$ cat src/rtl/rcap_timer_pkg.sv
package rcap_timer_pkg;

  typedef enum logic [1:0] {
    TSRC_SYS  = 2'd0,
    TSRC_DIV  = 2'd1,
    TSRC_FAST = 2'd2,
    TSRC_SLOW = 2'd3
  } tsrc_e;

  localparam int EDGE_RISE_BIT = 0;
  localparam int EDGE_FALL_BIT = 1;

  typedef struct packed {
    logic hi;
    logic lo;
  } flag_pair_t;

endpackage

$ cat src/rtl/rcap_rst_sync.sv
module rcap_rst_sync #(
  parameter int STAGES = 2
) (
  input  logic clk,
  input  logic rst_n,
  output logic rst_n_sync
);

  logic [STAGES-1:0] chain_q;
  logic [STAGES-1:0] chain_d;

  always_comb begin
    chain_d = {chain_q[STAGES-2:0], 1'b1};
  end

  always_ff @(posedge clk or negedge rst_n) begin
    if (!rst_n) begin
      chain_q <= '0;
    end else begin
      chain_q <= chain_d;
    end
  end

  assign rst_n_sync = chain_q[STAGES-1];

endmodule

$ cat src/rtl/rcap_tick_sel.sv
module rcap_tick_sel
  import rcap_timer_pkg::*;
#(
  parameter int DIV = 12
) (
  input  logic       clk,
  input  logic       rst_n,
  input  logic [1:0] sel,
  input  logic       rt_fast,
  input  logic       rt_slow,
  output logic       tick
);

  logic div_tick;

  generate
    if (DIV > 1) begin : g_prescale
      localparam int PW = $clog2(DIV);
      localparam logic [PW-1:0] LAST = PW'(DIV - 1);

      logic [PW-1:0] pre_q;
      logic [PW-1:0] pre_d;

      always_comb begin
        if (pre_q == LAST) begin
          pre_d = '0;
        end else begin
          pre_d = pre_q + PW'(1);
        end
      end

      always_ff @(posedge clk or negedge rst_n) begin
        if (!rst_n) begin
          pre_q <= '0;
        end else begin
          pre_q <= pre_d;
        end
      end

      assign div_tick = (pre_q == LAST);
    end else begin : g_no_prescale
      assign div_tick = 1'b1;
    end
  endgenerate

  always_comb begin
    case (tsrc_e'(sel))
      TSRC_SYS:  tick = 1'b1;
      TSRC_DIV:  tick = div_tick;
      TSRC_FAST: tick = rt_fast;
      TSRC_SLOW: tick = rt_slow;
      default:   tick = 1'b0;
    endcase
  end

endmodule

$ cat src/rtl/rcap_edge_det.sv
module rcap_edge_det
  import rcap_timer_pkg::*;
#(
  parameter int STAGES = 2
) (
  input  logic       clk,
  input  logic       rst_n,
  input  logic       din,
  input  logic [1:0] edge_sel,
  output logic       evt
);

  // sh_q[STAGES-1] is the synchronized level, sh_q[STAGES] its previous value
  logic [STAGES:0] sh_q;
  logic [STAGES:0] sh_d;
  logic            rise;
  logic            fall;

  always_comb begin
    sh_d = {sh_q[STAGES-1:0], din};
  end

  always_ff @(posedge clk or negedge rst_n) begin
    if (!rst_n) begin
      sh_q <= '0;
    end else begin
      sh_q <= sh_d;
    end
  end

  always_comb begin
    rise = sh_q[STAGES-1] & ~sh_q[STAGES];
    fall = ~sh_q[STAGES-1] & sh_q[STAGES];
    evt  = (rise & edge_sel[EDGE_RISE_BIT]) | (fall & edge_sel[EDGE_FALL_BIT]);
  end

endmodule

$ cat src/rtl/rcap_core.sv
module rcap_core
  import rcap_timer_pkg::*;
#(
  parameter int CNT_W = 16
) (
  input  logic               clk,
  input  logic               rst_n,
  input  logic               step,
  input  logic               cap_evt,
  input  logic               cap_mode,
  input  logic [CNT_W/2-1:0] wr_data,
  input  logic               wr_cnt_lo,
  input  logic               wr_cnt_hi,
  input  logic               wr_rld_lo,
  input  logic               wr_rld_hi,
  input  logic               clr_hi,
  input  logic               clr_lo,
  output logic [CNT_W-1:0]   cnt_q,
  output logic [CNT_W-1:0]   rld_q,
  output flag_pair_t         flags_q
);

  localparam int HALF = CNT_W / 2;

  logic [CNT_W-1:0] cnt_d;
  logic [CNT_W-1:0] rld_d;
  logic [CNT_W-1:0] cnt_inc;
  flag_pair_t       flags_d;
  logic             cnt_wr;
  logic             adv;
  logic             cnt_full;
  logic             lo_full;
  logic             capture;
  logic             set_hi;
  logic             set_lo;

  always_comb begin
    cnt_inc  = cnt_q + CNT_W'(1);
    cnt_full = &cnt_q;
    lo_full  = &cnt_q[HALF-1:0];
    cnt_wr   = wr_cnt_lo | wr_cnt_hi;
    adv      = step & ~cnt_wr;
    capture  = cap_evt & cap_mode;

    cnt_d = cnt_q;
    if (cnt_wr) begin
      if (wr_cnt_lo) cnt_d[HALF-1:0]     = wr_data;
      if (wr_cnt_hi) cnt_d[CNT_W-1:HALF] = wr_data;
    end else if (adv) begin
      if (!cap_mode && cnt_full) begin
        cnt_d = rld_q;
      end else begin
        cnt_d = cnt_inc;
      end
    end

    rld_d = rld_q;
    if (capture) begin
      rld_d = cnt_q;
    end else begin
      if (wr_rld_lo) rld_d[HALF-1:0]     = wr_data;
      if (wr_rld_hi) rld_d[CNT_W-1:HALF] = wr_data;
    end

    set_hi = capture | (adv & ~cap_mode & cnt_full);
    set_lo = adv & (cap_mode ? cnt_full : lo_full);

    flags_d.hi = set_hi | (flags_q.hi & ~clr_hi);
    flags_d.lo = set_lo | (flags_q.lo & ~clr_lo);
  end

  always_ff @(posedge clk or negedge rst_n) begin
    if (!rst_n) begin
      cnt_q   <= '0;
      rld_q   <= '0;
      flags_q <= '0;
    end else begin
      cnt_q   <= cnt_d;
      rld_q   <= rld_d;
      flags_q <= flags_d;
    end
  end

endmodule

$ cat src/rtl/rcap_timer.sv
module rcap_timer
  import rcap_timer_pkg::*;
#(
  parameter int CNT_W       = 16,
  parameter int PRESCALE    = 12,
  parameter int SYNC_STAGES = 2,
  parameter int RST_STAGES  = 2
) (
  input  logic               clk,
  input  logic               rst_n,
  input  logic               rt_fast_tick,
  input  logic               rt_slow_tick,
  input  logic               cap_in,
  input  logic [1:0]         cfg_clk_sel,
  input  logic               cfg_run,
  input  logic               cfg_cap_mode,
  input  logic [1:0]         cfg_edge_sel,
  input  logic               cfg_lo_irq_en,
  input  logic               cfg_irq_en,
  input  logic [CNT_W/2-1:0] wr_data,
  input  logic               wr_cnt_lo,
  input  logic               wr_cnt_hi,
  input  logic               wr_rld_lo,
  input  logic               wr_rld_hi,
  input  logic               clr_flag_hi,
  input  logic               clr_flag_lo,
  output logic [CNT_W-1:0]   cnt_val,
  output logic [CNT_W-1:0]   rld_val,
  output logic               flag_hi,
  output logic               flag_lo,
  output logic               irq
);

  logic       core_rst_n;
  logic       tick;
  logic       step;
  logic       cap_evt;
  flag_pair_t flags;

  rcap_rst_sync #(.STAGES(RST_STAGES)) u_rst (
    .clk        (clk),
    .rst_n      (rst_n),
    .rst_n_sync (core_rst_n)
  );

  rcap_tick_sel #(.DIV(PRESCALE)) u_tick (
    .clk     (clk),
    .rst_n   (core_rst_n),
    .sel     (cfg_clk_sel),
    .rt_fast (rt_fast_tick),
    .rt_slow (rt_slow_tick),
    .tick    (tick)
  );

  rcap_edge_det #(.STAGES(SYNC_STAGES)) u_edge (
    .clk      (clk),
    .rst_n    (core_rst_n),
    .din      (cap_in),
    .edge_sel (cfg_edge_sel),
    .evt      (cap_evt)
  );

  assign step = cfg_run & tick;

  rcap_core #(.CNT_W(CNT_W)) u_core (
    .clk       (clk),
    .rst_n     (core_rst_n),
    .step      (step),
    .cap_evt   (cap_evt),
    .cap_mode  (cfg_cap_mode),
    .wr_data   (wr_data),
    .wr_cnt_lo (wr_cnt_lo),
    .wr_cnt_hi (wr_cnt_hi),
    .wr_rld_lo (wr_rld_lo),
    .wr_rld_hi (wr_rld_hi),
    .clr_hi    (clr_flag_hi),
    .clr_lo    (clr_flag_lo),
    .cnt_q     (cnt_val),
    .rld_q     (rld_val),
    .flags_q   (flags)
  );

  assign flag_hi = flags.hi;
  assign flag_lo = flags.lo;
  assign irq     = cfg_irq_en & (flags.hi | (flags.lo & cfg_lo_irq_en));

endmodule

$ cat config.mk
export PLATFORM = sky130hd
export DESIGN_NAME = rcap_timer
export DESIGN_NICKNAME = d
export VERILOG_FILES = /design/src/rtl/rcap_timer_pkg.sv /design/src/rtl/rcap_rst_sync.sv /design/src/rtl/rcap_tick_sel.sv /design/src/rtl/rcap_edge_det.sv /design/src/rtl/rcap_core.sv /design/src/rtl/rcap_timer.sv
export SDC_FILE = /design/constraint.sdc
export NUM_CORES = 1
export LEC_CHECK = 0
export BUFFER_PORTS_ARGS = -buffer_cell sky130_fd_sc_hd__clkbuf_2
export CORE_UTILIZATION = 35
export CTS_CLUSTER_DIAMETER = 40
export DETAILED_ROUTE_END_ITERATION = 6
export PLACE_DENSITY = 0.54
export RECOVER_POWER = 50
export SLEW_MARGIN = 20
export SYNTH_ARGS = -nofsm -noshare
export SYNTH_HDL_FRONTEND = slang
export SYNTH_SLANG_ARGS = --single-unit
$ cat constraint.sdc
create_clock -name clk -period 3.41 [get_ports clk]
set_input_delay 0.341 -clock clk [delete_from_list [all_inputs] [get_ports clk]]
set_output_delay 0.341 -clock clk [all_outputs]
set_load 0.02 [all_outputs]
==> qor.csv, run 1 <==
metric;value;unit
hold depth;1;
Post-Syn Area;2370;um^2
final wirelength;6.62;mm
IO buf count;61;
Final Hold Viols;0;
Min Hold Slack;147;ps
Residual DRC;12;
Cell Rows;29;
global-route wire length before repair;11.2;mm
slew margin rel.;-12.5;%
proportion of layout cells with a drive suffix above 1;21.9;%
largest net degree at the start of global routing;42;
insertion delay to the later sink of the worst-skew pair;290;ps
Root Driver;clkbuf_8;
post-CTS sizing;0;
Fillers;648;
GRT overflow;0;
die width;84.2;um
Worst Max-Slew Pin Slew;1690;ps
Num Clock Sinks;43;
FF+latch area;1080;um^2
Synth Area per Inst;9.07;um^2
most numerous cell in the Yosys netlist;dfrtp_1;
Worst EP required;3600;ps
final worst slack;949;ps
Min-Delay Startpoint;cap_in;
number of global-route vias before repair;2126;
failing checks;DRC, capacitance limit, slew limit;
setup repair bufs after CTS;0;
Post-synth EDFFs;0;
Worst Setup SP;u_tick.g_prescale.pre_q[0];
core area;6420;um^2
nets;347;
RR Startpoint;u_tick.g_prescale.pre_q[0];
clock-pin slew on the worst setup and hold paths;80;ps
clock tree from TritonCTS;built;
Seq cells post-synth;43;
CP Max Fanout;14;
PD cells;478;nW/um^2
final cell count without fillers;396;
async set-reset flop share out of synthesis;100;%
multi-input logic area;1210;um^2
placed cells;387;
Die Height;84.2;um
antenna violations before repair;0;
worst reg2reg setup slack;950;ps
ratio of final minimum period to clock period;72.2;%
buffer levels on the longest clock path;2;
All-Layer GR Usage;19.9;%
VDD IR max;0.000199;V
Post-synth top cells;dfrtp_1 (43), a21oi_1 (32), nor2_1 (32), nand2_1 (21), mux2i_1 (17);
CP Launch Type;flop;
Net Count, Synth;290;
Slew Viols, Final;42;
final setup vio count;0;
max-cap check violation count;1;
WP data arrival;2650;ps
P_leak;1.24;nW
Tmin final;2460;ps
Syn. warnings;0;
ys flop type;dfrtp_1;
Synth top area share;45.5;%
DRT antenna net count;0;
unrepaired setup endpoints after global routing;false;
Hold/Removal Path Class;in2reg;
io pins;62;
GP Congestion;0.790;
Final Skew;4.69;ps
DRT Pass-1 Iters;6;
post-DR vias/cell;5.45;
htree depth;2;
cells on worst reg2reg path;6;
Sum Neg Setup Slack;0;ps
Synth Instances;261;
Inserted Clock Buffers;5;
R2R Path End;u_core.cnt_q[9];
critical path class;reg2reg;
Starting Density;36.8;%
Synth area leader;dfrtp_1;
n_diodes;0;
P&R area growth vs syn;20.4;%
routed len/inst;16.7;um
DP Wirelength;4.79;mm
pre-CTS WS;1000;ps
Hold Path Sink;u_edge.sh_q[0];
1st-iter DRT viols;159;
synth top area cells;dfrtp_1 (45%), mux2i_1 (7.2%), a21oi_1 (6.8%);
CP endpoint kind;flop;
outcome;finished, violations left;
Synth cell types;49;
routed vias;2159;
fmax;406;MHz
die area;7090;um^2
register area share after synthesis;45.5;%
Total Power;0.00136;W
[power by group]
group	total [W]	internal, W	switching [W]	leakage [nW]
logic	0.000295	0.000112	0.000182	0.673
clock network	0.000419	0.000237	0.000182	0.0612
registers	0.000647	0.000563	0.0000841	0.503
[timing repair]
action	4_1_cts	5_1_grt
hold endpoints to repair	2	0
hold buffers	1	0
setup endpoints to repair	0	0
[cells in the final DEF (no fill, tap or decap), types with 5 or more instances in the layout]
master / n
a21oi_1: 32
nor3_1: 7
clkbuf_2: 51
inv_1: 7
or3_1: 5
clkbuf_8: 6
mux2i_1: 17
nor2_1: 32
xnor2_1: 6
dfrtp_1: 43
clkbuf_1: 10
o21ai_0: 11
nand2_1: 20
nand3_1: 7
[per-layer routing]
metal / track usage [%] / routed length [um] / vias up
li1: - / - / 1059
met1: 27.5 / 3170 / 1037
met2: 32.9 / 3130 / 59
met3: 3.34 / 280 / 4
met4: 4.08 / 40 / 0
met5: 0 / 0 / -
[cell families after synthesis]
family | Yosys count | share of synthesized area, %
simple gates | 96 | 19.9
flops | 43 | 45.5
xor+xnor | 6 | 2.22
other cells | 1 | 0.158
fa+ha+maj | 2 | 1.06
mux | 20 | 8.62
buf+inv | 21 | 3.54
compound gates | 72 | 19.0
[worst max-delay path: stages (launching register included)]
cell and delay (ps):
dfrtp_1 370, ha_1 190, and3b_1 200, o221ai_1 290
nor2_1 850, a21oi_1 90, o32a_1 360
[stage by stage]
step                      util [%]  cell area (um^2)
final                         44.4              2850
after detailed placement      42.5              2730
after global placement        42.5              2730
after global routing          44.4              2850
after floorplan                  -              2370
after CTS                     44.5              2860
[worst max path at each step]
stage / endpoint / cells after the start
global route: u_core.cnt_q[9] / 6
floorplan: u_core.cnt_q[0] / 7
finish: u_core.cnt_q[9] / 6
global placement: u_core.cnt_q[9] / 6
CTS: u_core.cnt_q[9] / 6
detailed placement: u_core.cnt_q[9] / 6
[cell type report]
class                   instances  area share, %
clock buffers                   6           2.90
clock inverters                 2           1.23
inverters                       7          0.922
multi-input cells             197           42.6
flip-flops and latches         43           37.8
well taps                      77           3.38
repair buffers                 64           11.2
[flip-flops by register name, summed over array words and instances, names as in the netlist]
name and cells:
u_core.rld_q 16, u_core.cnt_q 16, u_core.flags_q 2, u_rst.chain_q 2
u_edge.sh_q 3, u_tick.g_prescale.pre_q 4
Power figures use the tool's default switching activity.
==> run 2, diff against run 1 <==
==> constraint.sdc (replaced) <==
create_clock -name clk -period 2.36 [get_ports clk]
set_input_delay 0.236 -clock clk [delete_from_list [all_inputs] [get_ports clk]]
set_output_delay 0.236 -clock clk [all_outputs]
set_load 0.02 [all_outputs]
==> run 2 against run 1 <==
The run ends with DRC left. Sequential power up 40%. Global-route usage up 0.65 points. Register-to-register slack worse by 700 ps. Final cell count up 3.0%. Final area up 2.3%. Highest routed layer unchanged. Power up 37%. Clock power up 14%. Non-clock buffer count up 12.
==> qor.csv, run 2 (same netlist as run 1, synthesis figures left out) <==
metric;value;unit;change
VDD IR max;0.000294;V;was 0.000199 V
P&R area growth vs syn;23.2;%;was 20.4%
number of global-route vias before repair;2201;;was 2,126
ratio of final minimum period to clock period;89.5;%;was 72.2%
clock tree from TritonCTS;built;;unchanged
largest registers;u_core.cnt_q: 16 flops, u_core.rld_q: 16 flops, u_tick.g_prescale.pre_q: 4 flops;;unchanged
Starting Density;36.8;%;unchanged
critical path class;reg2reg;;unchanged
Min-Delay Startpoint;cap_in;;unchanged
All-Layer GR Usage;20.5;%;was 19.9%
die width;84.2;um;unchanged
largest net degree at the start of global routing;36;;was 42
final setup vio count;0;;unchanged
insertion delay to the later sink of the worst-skew pair;300;ps;was 290 ps
failing checks;DRC;;was DRC, capacitance limit, slew limit
Root Driver;clkbuf_8;;unchanged
Sum Neg Setup Slack;0;ps;unchanged
Tmin final;2110;ps;was 2460 ps
Die Height;84.2;um;unchanged
slew margin rel.;38.2;%;was -12.5%
CP Max Fanout;7;;was 14
P_leak;1.28;nW;was 1.24 nW
Slew Viols, Final;0;;was 42
cells on worst reg2reg path;6;;unchanged
DRT Pass-1 Iters;6;;unchanged
max-cap check violation count;0;;was 1
most frequent cells in the layout;clkbuf_2 (52), dfrtp_1 (43), nor2_1 (32), a21oi_1 (32), nand2_1 (21);;was clkbuf_2 (51), dfrtp_1 (43), nor2_1 (32), a21oi_1 (32), nand2_1 (20)
DRT antenna net count;0;;unchanged
WP data arrival;2320;ps;was 2650 ps
fmax;474;MHz;was 406 MHz
Inserted Clock Buffers;5;;unchanged
Worst Max-Slew Pin Slew;928;ps;was 1690 ps
n_diodes;0;;unchanged
proportion of layout cells with a drive suffix above 1;25.1;%;was 21.9%
global-route wire length before repair;11.4;mm;was 11.2 mm
IO buf count;61;;unchanged
GP Congestion;0.823;;was 0.790
commonest non-fill, non-tap cell in the layout;clkbuf_2;;unchanged
Worst EP required;2570;ps;was 3600 ps
unrepaired setup endpoints after global routing;false;;unchanged
Residual DRC;13;;was 12
routed vias;2185;;was 2,159
routed len/inst;16.8;um;was 16.7 um
Num Clock Sinks;43;;unchanged
Worst Setup SP;u_core.cnt_q[1];;was u_tick.g_prescale.pre_q[0]
outcome;finished, violations left;;unchanged
core area;6420;um^2;unchanged
die area;7090;um^2;unchanged
htree depth;2;;unchanged
1st-iter DRT viols;100;;was 159
io pins;62;;unchanged
Cell Rows;29;;unchanged
hold depth;1;;unchanged
CP Launch Type;flop;;unchanged
RR Startpoint;u_core.cnt_q[1];;was u_tick.g_prescale.pre_q[0]
GRT overflow;0;;unchanged
R2R Path End;u_core.cnt_q[8];;was u_core.cnt_q[9]
Hold Path Sink;u_edge.sh_q[0];;unchanged
DP Wirelength;5.01;mm;was 4.79 mm
Final Hold Viols;0;;unchanged
Final Skew;7.43;ps;was 4.69 ps
antenna violations before repair;0;;unchanged
worst reg2reg setup slack;250;ps;was 950 ps
clock-pin slew on the worst setup and hold paths;90;ps;was 80 ps
Hold/Removal Path Class;in2reg;;unchanged
buffer levels on the longest clock path;2;;unchanged
Min Hold Slack;35.0;ps;was 147 ps
post-DR vias/cell;5.36;;was 5.45
PD cells;639;nW/um^2;was 478 nW/um^2
final wirelength;6.84;mm;was 6.62 mm
CP endpoint kind;flop;;unchanged
nets;359;;was 347
[run 2: through the flow]
stage	utilization (%)	area, um^2	worst slack (ps)	power [W]	cells
floorplan	-	2370	178	0.00120	261
global placement	44.0	2820	217	0.00140	399
detailed placement	44.0	2820	166	0.00140	399
CTS	45.4	2920	158	0.00188	408
global route	45.4	2920	84.9	0.00196	408
finish	45.4	2920	249	0.00186	408
[run 2: per-layer routing]
layer,vias to the layer above,wire length [um],global-route usage (%)
li1,1082,-,-
met1,1035,3260,27.5
met2,63,3220,34.4
met3,5,303,3.74
met4,0,57,5.02
met5,-,0,0
[run 2: where the power goes]
| group | switching, W | leakage [nW] | internal (W) | total (W) |
|---|---|---|---|---|
| Sequential | 0.0000951 | 0.503 | 0.000814 | 0.000909 |
| Clock | 0.000272 | 0.0412 | 0.000208 | 0.000479 |
| Combinational | 0.000293 | 0.733 | 0.000182 | 0.000475 |
[run 2: what timing repair did]
item,CTS,global route
setup buffers,0,0
gates resized for setup,0,3
setup endpoints to repair,0,2
hold endpoints to repair,2,0
hold buffers,1,0
[run 2: layout make-up]
type,count,area (um^2)
fill,653,3510
multi-input combinational,197,1230
sequential,43,1080
timing repair buffer,76,405
tap,77,96.3
clock buffer,6,72.6
inverter,7,26.3
clock inverter,2,12.5
[run 2: worst max-delay path by stage]
| stage | endpoint | depth (start not counted) |
|---|---|---|
| final | u_core.cnt_q[8] | 6 |
| after floorplan | u_core.cnt_q[0] | 7 |
| after global placement | u_core.cnt_q[9] | 6 |
| after CTS | u_core.cnt_q[0] | 6 |
| after global routing | u_core.cnt_q[5] | 7 |
| after detailed placement | u_core.cnt_q[9] | 6 |
[run 2: critical path, cell delays in order (launching register included)]
cell and delay, ps:
dfrtp_1 430, ha_1 260, nand4_1 160, buf_4 190, or2_2 360, or4_1 430, a32oi_1 200
==> run 3, diff against run 2 <==
--- a/config.mk
+++ b/config.mk
@@ -9,7 +9,7 @@
 export CORE_UTILIZATION = 35
 export CTS_CLUSTER_DIAMETER = 40
 export DETAILED_ROUTE_END_ITERATION = 6
-export PLACE_DENSITY = 0.54
+export PLACE_DENSITY = 0.56
 export RECOVER_POWER = 50
 export SLEW_MARGIN = 20
 export SYNTH_ARGS = -nofsm -noshare
==> constraint.sdc (replaced) <==
create_clock -name clk -period 1.85 [get_ports clk]
set_input_delay 0.185 -clock clk [delete_from_list [all_inputs] [get_ports clk]]
set_output_delay 0.185 -clock clk [all_outputs]
set_load 0.02 [all_outputs]
==> run 3 against run 2 <==
Sequential share of layout area shrank 3.9 points. Final area rose by 13%. Maximum frequency increased by 16%. Global-route usage hardly changed. Combinational power up 59%. Non-clock buffer count is 34 higher. Power up 42%. Highest routed layer unchanged. The run still ends with DRC left. Clock power is 56% higher.
==> qor.csv, run 3 (same netlist as run 1, synthesis figures left out) <==
metric;value;unit;change
global-route wire length before repair;11.3;mm;was 11.4 mm
die area;7090;um^2;unchanged
placed cells;428;;was 399
Hold/Removal Path Class;in2reg;;unchanged
routed len/inst;16.3;um;was 16.8 um
final wirelength;7.19;mm;was 6.84 mm
CP endpoint kind;flop;;unchanged
Max stage delay on crit path;420;ps;was 430 ps
WP data arrival;2040;ps;was 2320 ps
Cell Rows;29;;unchanged
buffer levels on the longest clock path;2;;unchanged
htree depth;2;;unchanged
CP Launch Type;flop;;unchanged
Sum Neg Setup Slack;0;ps;unchanged
Starting Density;36.8;%;unchanged
All-Layer GR Usage;20.5;%;about the same
max-cap check violation count;0;;unchanged
number of global-route vias before repair;2177;;was 2,201
post-DR vias/cell;5.35;;was 5.36
P&R area growth vs syn;38.8;%;was 23.2%
antenna violations before repair;0;;unchanged
Final Hold Viols;0;;unchanged
Critical Path, Cell by Cell;ha_4, nand4_1, buf_4, or2_4, or4_1, a32oi_2;;was ha_1, nand4_1, buf_4, or2_2, or4_1, a32oi_1
outcome;finished, violations left;;unchanged
insertion delay to the later sink of the worst-skew pair;300;ps;about the same
Residual DRC;10;;was 13
DRT antenna net count;0;;unchanged
GRT overflow;0;;unchanged
clock tree from TritonCTS;built;;unchanged
slew margin rel.;36.3;%;was 38.2%
fmax;547;MHz;was 474 MHz
Root Driver;clkbuf_8;;unchanged
1st-iter DRT viols;164;;was 100
CP max stage cell;or4_1;;was dfrtp_1
die width;84.2;um;unchanged
CP top delay family;simple AND/OR/NAND/NOR gates;;unchanged
Worst Max-Slew Pin Slew;956;ps;was 928 ps
n_diodes;0;;unchanged
largest net degree at the start of global routing;34;;was 36
CP Max Fanout;7;;unchanged
final cell count without fillers;442;;was 408
Slew Viols, Final;0;;unchanged
core area;6420;um^2;unchanged
nets;393;;was 359
Total Power;0.00264;W;was 0.00186 W
unrepaired setup endpoints after global routing;true;;was false
proportion of layout cells with a drive suffix above 1;35.6;%;was 25.1%
Min-Delay Startpoint;clr_flag_lo;;was cap_in
PD cells;805;nW/um^2;was 639 nW/um^2
io pins;62;;unchanged
largest registers;u_core.cnt_q: 16 flops, u_core.rld_q: 16 flops, u_tick.g_prescale.pre_q: 4 flops;;unchanged
ratio of final minimum period to clock period;98.8;%;was 89.5%
Num Clock Sinks;43;;unchanged
GP Congestion;0.874;;was 0.823
Worst EP required;2060;ps;was 2570 ps
critical path class;reg2reg;;unchanged
Tmin final;1830;ps;was 2110 ps
P_leak;1.47;nW;was 1.28 nW
failing checks;DRC;;unchanged
VDD IR max;0.000359;V;was 0.000294 V
most frequent cells in the layout;clkbuf_2 (54), buf_4 (43), dfrtp_1 (37), a21oi_1 (32), nor2_1 (31);;was clkbuf_2 (52), dfrtp_1 (43), nor2_1 (32), a21oi_1 (32), nand2_1 (21)
Final Skew;2.87;ps;was 7.43 ps
Worst Setup SP;u_core.cnt_q[1];;unchanged
final worst slack;22.2;ps;was 249 ps
clock-pin slew on the worst setup and hold paths;90;ps;about the same
commonest non-fill, non-tap cell in the layout;clkbuf_2;;unchanged
Inserted Clock Buffers;5;;unchanged
DRT Pass-1 Iters;6;;unchanged
routed vias;2363;;was 2,185
critical path buffer and inverter count;1;;unchanged
final setup vio count;0;;unchanged
RR Startpoint;u_core.cnt_q[1];;unchanged
IO buf count;61;;unchanged
Die Height;84.2;um;unchanged
DP Wirelength;5.40;mm;was 5.01 mm
pre-CTS WS;-195;ps;was 166 ps
run 3: cell count changes in the layout (fill, tap and decap cells not counted), moves of 2 or more:
cell      before  now
clkbuf_2      52   54
dfrtp_2        0    6
clkbuf_1      11    9
o21ai_0       11    9
buf_4         13   43
dfrtp_1       43   37
run 3: repair_timing:
item                       CTS  global route
pin swaps                    3             1
hold buffers                 2             0
hold endpoints to repair     3             0
buffers inserted             1             3
resized for setup            6            12
setup endpoints to repair   15            11
run 3: area by class of cell:
type	instances	area, um^2
Clock buffer	5	68.8
Clock inverter	3	43.8
Fill cell	635	3140
Inverter	7	26.3
Multi-Input combinational cell	197	1300
Sequential cell	43	1080
Tap cell	77	96.3
Timing Repair Buffer	110	666
run 3: power by group:
part,internal [W],switching (W)
clock network,0.000402,0.000346
logic,0.000314,0.000441
registers,0.00104,0.0000975
run 3: worst paths after layout:
path | cells after the start | slack (ps) | to
max reg2reg | 6 | 20 | u_core.cnt_q[8]
max | 6 | 20 | u_core.cnt_q[8]
max in group asynchronous | 1 | 370 | u_core.rld_q[5]
min | 2 | 60 | u_core.flags_q[0]
min in group asynchronous | 2 | 190 | u_rst.chain_q[0]
min reg2reg | 0 | 350 | u_edge.sh_q[1]
run 3: metal layers:
layer / vias up / wire length (um) / GRT usage (%)
met5: - / 0 / 0
met4: 0 / 59 / 4.23
met3: 7 / 374 / 3.24
met2: 78 / 3320 / 33.8
met1: 1124 / 3440 / 28.6
li1: 1154 / - / -
run 3: stage by stage:
step / hold WS (ps) / instance area [um^2] / utilization, %
after global routing: 78.8 / 3280 / 51.1
after global placement: -27.5 / 3070 / 47.7
after CTS: 55.4 / 3230 / 50.3
after detailed placement: -26.6 / 3070 / 47.7
after floorplan: -111 / 2400 / -
final: 59.7 / 3280 / 51.1
